--- src/rtl/morse_keyer.sv ---
module morse_keyer #(
  parameter int COLS = 10,
  parameter int ROWS = 4,
  localparam int DEPTH = COLS * ROWS,
  localparam int AW = $clog2(DEPTH),
  localparam int CW = $clog2(COLS),
  localparam int RW = $clog2(ROWS)
) (
  input  logic          clk_i,
  input  logic          rst_ni,
  input  logic          start_i,
  input  logic          unit_tick_i,
  input  logic          wr_en_i,
  input  logic [AW-1:0] wr_addr_i,
  input  logic [1:0]    wr_code_i,
  output logic          key_o,
  output logic          gate_o,
  output logic          busy_o
);
  localparam logic [1:0] SYM_DOT  = 2'b00;
  localparam logic [1:0] SYM_DASH = 2'b01;
  localparam logic [1:0] SYM_GAP  = 2'b10;
  localparam logic [1:0] SYM_END  = 2'b11;

  logic [1:0]    sym_mem [DEPTH];
  logic [CW-1:0] col_q;
  logic [RW-1:0] row_q;
  logic [1:0]    ph_q;
  logic          run_q, key_q, gate_q;

  logic [AW-1:0] loc;
  logic [1:0]    cur;
  logic [1:0]    last_ph;
  logic          tone_on, is_mark;

  assign loc     = AW'(row_q) * AW'(COLS) + AW'(col_q);
  assign cur     = sym_mem[loc];
  assign last_ph = (cur == SYM_DASH) ? 2'd3 : 2'd1;
  assign is_mark = (cur == SYM_DOT) || (cur == SYM_DASH);
  assign tone_on = ((cur == SYM_DOT) && (ph_q == 2'd0)) ||
                   ((cur == SYM_DASH) && (ph_q != 2'd3));

  always_ff @(posedge clk_i) begin
    if (!rst_ni) begin
      run_q  <= 1'b0;
      col_q  <= '0;
      row_q  <= '0;
      ph_q   <= '0;
      key_q  <= 1'b0;
      gate_q <= 1'b0;
      for (int i = 0; i < DEPTH; i++) sym_mem[i] <= SYM_END;
    end else begin
      if (wr_en_i && (wr_addr_i < AW'(DEPTH))) sym_mem[wr_addr_i] <= wr_code_i;
      key_q  <= run_q && tone_on;
      gate_q <= run_q && is_mark;
      if (!run_q) begin
        if (start_i) begin
          run_q <= 1'b1;
          col_q <= '0;
          row_q <= '0;
          ph_q  <= '0;
        end
      end else if (cur == SYM_END) begin
        run_q <= 1'b0;
      end else if (unit_tick_i) begin
        if (ph_q == last_ph) begin
          ph_q <= '0;
          if (col_q == CW'(COLS - 1)) begin
            col_q <= '0;
            if (row_q == RW'(ROWS - 1)) run_q <= 1'b0;
            else row_q <= row_q + 1'b1;
          end else begin
            col_q <= col_q + 1'b1;
          end
        end else begin
          ph_q <= ph_q + 1'b1;
        end
      end
    end
  end

  assign key_o  = key_q;
  assign gate_o = gate_q;
  assign busy_o = run_q;
endmodule

--- config.mk ---
export PLATFORM = sky130hd
export DESIGN_NAME = morse_keyer
export DESIGN_NICKNAME = d
export VERILOG_FILES = /design/src/rtl/morse_keyer.sv
export SDC_FILE = /design/constraint.sdc
export NUM_CORES = 1
export LEC_CHECK = 0
export ABC_AREA = 1
export BUFFER_PORTS_ARGS = -buffer_cell sky130_fd_sc_hd__buf_2
export CELL_PAD_IN_SITES_DETAIL_PLACEMENT = 0
export CELL_PAD_IN_SITES_GLOBAL_PLACEMENT = 1
export CORE_MARGIN = 4
export CORE_UTILIZATION = 43
export DETAILED_ROUTE_END_ITERATION = 7
export PLACE_DENSITY_LB_ADDON = 0.2
export SYNTH_ARGS = -nofsm -noshare
export SYNTH_HDL_FRONTEND = slang
export SYNTH_SLANG_ARGS = --single-unit
--- constraint.sdc ---
create_clock -name clk_i -period 2.7 [get_ports clk_i]
set_input_delay 0.135 -clock clk_i [delete_from_list [all_inputs] [get_ports clk_i]]
set_output_delay 0.135 -clock clk_i [all_outputs]
set_load 0.1 [all_outputs]
# Word level (Yosys, flattened, before mapping)
# Memories as Yosys holds them, arrays and structs flattened.
# Cells that the tools add are included.
[word_totals] reg_bits=11 out_inout_bits=3 romBits=0 ram_bits=80 inputBits=13 latchBits=0 mem_count=1
[op_classes] mux=32 multipliers=1 eq_ne=11 bitwise=0 div_mod_pow=0 magnitude_cmp=1 n_reduce_logical=14 n_addsub=4 shifts=0
[memory_table] name="sym_mem" depth=40 width=2 read_ports=1 rd_ports_with_merged_regs=0 write_ports=40 line="25" text="logic [1:0] sym_mem [DEPTH];"
[ops] operator="$mux 2" count=13
[ops] operator="$mux 4" count=6
[ops] operator="$mux 1" count=12
[ops] operator="$ne 2x2->1 const B" count=4
[ops] operator="$add 6x4->6" count=1
[ops] operator="$lt 6x6->1 const B" count=1
[ops] operator="$mux 6" count=1
[ops] operator="$reduce_and 6->1" count=1
[ops] operator="$logic_and 1x1->1" count=5
[ops] operator="$mul 2x3->5 const B" count=1
[ops] operator="$add 2x1->2 const B" count=2
[ops] operator="$add 4x1->4 const B" count=1
[ops] operator="$eq 2x2->1 const B" count=2
[ops] operator="$eq 4x4->1 const B" count=1
[ops] operator="$logic_not 2->1" count=2
[ops] operator="$ne 2x1->1 const B" count=2
[ops] operator="$reduce_and 4->1" count=1
[ops] operator="$reduce_and 3->1" count=1
[ops] operator="$eq 2x1->1 const B" count=1
[ops] operator="$eq 2x2->1" count=1
[ops] operator="$logic_or 1x1->1" count=2
[ops] operator="$reduce_bool 2->1" count=1
[ops] operator="$reduce_or 2->1" count=1

# Longest topological paths before layout
# An unclocked memory read counts as a cell.
[logic_depth] ltp_word=10 depth_mapped=19 ltp_nobuf=19

# Worst setup path before layout
# Ideal clock, no wire load.
[synth_path] kind="register to register" from="register row_q[0]" to="register col_q[1]" path_stages_with_launch=20 period_less_slack_ps=2620 n_path_buf=2 required_ps=2587 setup_slack_ps=80 t_arrival_ps=2507 cell_sequence="dfxtp_1 > ha_1 > inv_1 > fa_1 > clkbuf_2 > inv_1 > buf_2 > nand3_1 > nand3_1 > nand3_1 > nand3_1 > nand2_2 > nor2_1 > nand2_1 > nand3_1 > nand2_1 > nand2_2 > inv_2 > nor2_1 > nor2_1"
[synth_between] elab_chain_len=8 word_cells_on_any_way=10 cone_classes="add/sub: 1; mul: 1; eq/ne: 5; mux: 1; reduce/logical: 1; memory: 1"
[synth_rtl] element="start: declaration" line="27" text="logic [RW-1:0] row_q;"
[synth_rtl] element="start signal: assignment" line="71" text="else row_q <= row_q + 1'b1;"
[synth_rtl] element="$mul 2x3->5 *" line="36" text="assign loc = AW'(row_q) * AW'(COLS) + AW'(col_q);"
[synth_rtl] element="$add 6x4->6 *" line="36"
[synth_rtl] element="$mem_v2 40x2 *"
[synth_rtl] element="$eq 2x1->1" line="38" text="assign last_ph = (cur == SYM_DASH) ? 2'd3 : 2'd1;"
[synth_rtl] element="$mux 2" line="38"
[synth_rtl] element="$eq 2x2->1" line="66" text="if (ph_q == last_ph) begin"
[synth_rtl] element="$ne 2x1->1 (no line)"
[synth_rtl] element="$reduce_and 4->1 (no line) *"
[synth_rtl] element="end signal: assignment" line="73" text="col_q <= col_q + 1'b1;"
[synth_rtl] element="end: declaration" line="26" text="logic [CW-1:0] col_q;"
# Mark *: on every way between the ends. The rest lies on a longest branch, timed or not.
# A chain may end at the register's enable or synchronous reset.

# Worst setup path after layout
[layout_path] from="register row_q[0]" to="register row_q[0]"
[layout_between] elab_chain_len=8 word_cells_on_any_way=19 cone_classes="add/sub: 2; mul: 1; eq/ne: 7; mux: 7; reduce/logical: 1; memory: 1"
[layout_rtl] element="$mul 2x3->5" line="36"
[layout_rtl] element="$add 6x4->6" line="36"
[layout_rtl] element="$mem_v2 40x2"
[layout_rtl] element="$eq 2x1->1" line="38"
[layout_rtl] element="$mux 2" line="38"
[layout_rtl] element="$eq 2x2->1" line="66"
[layout_rtl] element="$ne 2x1->1 (no line)"
[layout_rtl] element="$reduce_and 6->1 (no line)"
# Several ways; a longest one is shown, not always the timed one. The select of a mux whose other input is x is not followed.

==> out/metrics.cfg <==
[status]
status=complete, no violations

[pwr]
intPower_mw=5.19
switchingPower_mw=2.79
power_frac_seq_pct=30.8
leakage_nw=3.13
power_density_nw_per_um2=1010
ir_drop_mv=0.600
combPwrFrac_pct=35.4
p_clk_share_pct=33.8
swShare_pct=35.0

[layout]
utilization_pct=52.2
final_nets=833
diodes=0
fin_cells=1012
fill_cells=1409
layout-drive-gt1-share_pct=13.3
multi_input_area_um2=2600
syn_to_final_growth_pct=19.7
fin_area_um2=7910
regArea_um2=3830

[logic_synthesis]
syn_inst=757
yosys.area.top_type=edfxtp_1
yosys.cell_types.count=32
yosys.area.top_type_share_pct=54.5
syn-cell-area_um2=6610
synthFlopType=edfxtp_1
synth_edf_count=120
synth_commonest_cells=nand2_1, edfxtp_1, nand3_1
synth.avg_cell_area_um2=8.74
async_flop_share_pct=0
synth.most_common_cell=nand2_1
ys_warn_count=0
synthTopCellsByArea=edfxtp_1, nand2_1, nand3_1
synth-seq-cells=131
yosysSeqAreaShare_pct=57.8

[route]
via_per_inst=5.12
vias=5178
wl_per_cell_um=15.5
drc_errors=0
drt_iter0_drc=367
routed_wl_um=15600
first_pass_iters=5
detail-route-antenna-nets=0

[placement]
dp.cells=975
post-dp-hpwl_um=9990
placed_area_um2=7010
gp_congestion=0.825
io_buffer_count=15

[clock_tree]
clock-root-buffer=clkbuf_16
clk_pin_slew_worst_paths_ps=60
cts_hold_buf=0
cts.sinks=131
clockBufferDepth=2
clk_latency_ps=420
cts_buffers=17
cts_tree=built
ctsHtreeMaxLevel=4

[setup_path]
worstPathRequired_ps=3050
cp_slowest_stage_delay_ps=590
cp_cell_sequence=ha_4, inv_2, fa_2, inv_4, buf_6, nand3_2, nand3_2, nand3_2, nand3_2, nand2_2, inv_2, nand2_2, nand2_4, o21ai_4, nand3_4, nand2_2, nand2_1, nor2_1
cp_slowest_cell=fa_2
critPathBufInv=4
crit_top_cell=nand3_2
critPathKind=flip-flop to flip-flop
start_kind=flip-flop
cp_max_fo=5
cp_top_family=simple AND/OR/NAND/NOR gates
cp.arrival_ps=2970
end_kind=flip-flop

[grt]
grt_pass1_wl_um=25500
grt_use_total_pct=18.6
grt_pass1_vias=5058
grt_max_degree=66
antenna_found_initial=0
grt.overflow.total=0

[sta]
relSlewSlack_pct=64.1
clock_skew_ps=6.41
min_period_ps=2620
rsz0062_at_grt=true
min_period_over_period_pct=96.9
worst_pin_slew_ps=537
finalSetupTns_ps=0
finalSetupViolCount=0
maxSlewViolCount=0
timing.hold.ws_ps=55.4
hold_viol=0
fmax_mhz=382

[flow_run]
cap_viol_max_count=0

[floorplan]
num_rows=45
ioPinCount=16
core_area_um2=15100
die_h_um=132
initial_core_util_pct=43.7
die_area_um2=17400
die_w_um=132

[worst_hold_path]
hold_class=input port to flip-flop

==> sequential cells by signal (all words and copies together) (netlist names) <==
register,cells
sym_mem,120
key_o,1
gate_o,1
busy_o,1
col_q,4
ph_q,2
row_q,2
==> worst register-to-register path: stages, from the launching register on <==
cell and delay [ps]:
dfxtp_2 350, ha_4 140, inv_2 40, fa_2 590, inv_4 60, buf_6 130, nand3_2 80, nand3_2 80
nand3_2 90, nand3_2 80, nand2_2 110, inv_2 50, nand2_2 80, nand2_4 60, o21ai_4 260, nand3_4 130
nand2_2 80, nand2_1 40, nor2_1 100
==> final cells by class <==
| cell class | count | area share (%) |
|---|---|---|
| clock buffers | 18 | 5.42 |
| clock inverters | 14 | 3.26 |
| inverters | 69 | 3.38 |
| multi-input cells | 556 | 32.8 |
| flip-flops and latches | 131 | 48.4 |
| well taps | 188 | 2.97 |
| repair buffers | 36 | 3.76 |
==> power by group through the flow <==
stage,Clock [mW],Sequential [mW],Combinational (mW)
floorplan,0,2.57,1.67
global placement,0,2.48,2.45
detailed placement,0,2.49,2.48
CTS,2.73,2.45,2.49
global route,2.83,2.48,3.14
finish,2.70,2.46,2.82
==> cell families (layout without fill, tap and decap cells) <==
logic type / Yosys count / after routing / synth area share, %
compound gates: 65 / 65 / 5.22
xor+xnor: 1 / 1 / 0.132
fa+ha+maj: 9 / 9 / 1.82
buf+inv: 109 / 137 / 7.46
flops: 131 / 131 / 57.8
other cells: 1 / 40 / 0.0567
simple gates: 441 / 441 / 27.5
==> per-layer routing <==
| layer | part of all wire [%] | GRT usage (%) | wire [um] |
|---|---|---|---|
| met5 | 0 | 0 | 0 |
| met4 | 1.6 | 7.12 | 253 |
| met3 | 4.4 | 3.82 | 682 |
| met2 | 51 | 32.0 | 7940 |
| met1 | 43 | 23.1 | 6770 |
==> cells in the final DEF, fill, tap and decap left out, types with 3 or more instances in the layout <==
cell,instances
edfxtp_1,120
nand3_2,16
nand2_2,7
dfxtp_2,3
conb_1,40
dfxtp_1,8
buf_12,4
nor3_1,7
nor2_1,83
inv_2,4
a21oi_1,4
nand3_1,80
bufinv_16,7
inv_1,61
ha_1,6
o21ai_1,9
buf_2,15
nand2_1,239
clkbuf_16,17
o21ai_0,46
buf_4,14
==> repair_timing <==
action,CTS,global route
setup buffers,0,4
setup endpoints to repair,0,7
resized for setup,0,43
==> per-stage QoR <==
stage / power (mW) / worst slack, ps
2_1_floorplan: 4.25 / 80.1
3_3_place_gp: 4.93 / 115
3_5_place_dp: 4.97 / 49.0
4_1_cts: 7.67 / 43.5
5_1_grt: 8.45 / -99.9
6_report: 7.98 / 85.0
==> final timing paths <==
check / from / endpoint / slack [ps] / cells past startpoint
worst min register to register: ph_q[0] / ph_q[0] / 500 / 1
worst max register to register: row_q[0] / row_q[0] / 80 / 18
worst min-delay path: start_i / busy_o / 60 / 3
worst max-delay path: row_q[0] / row_q[0] / 80 / 18
Power figures use the tool's default switching activity.
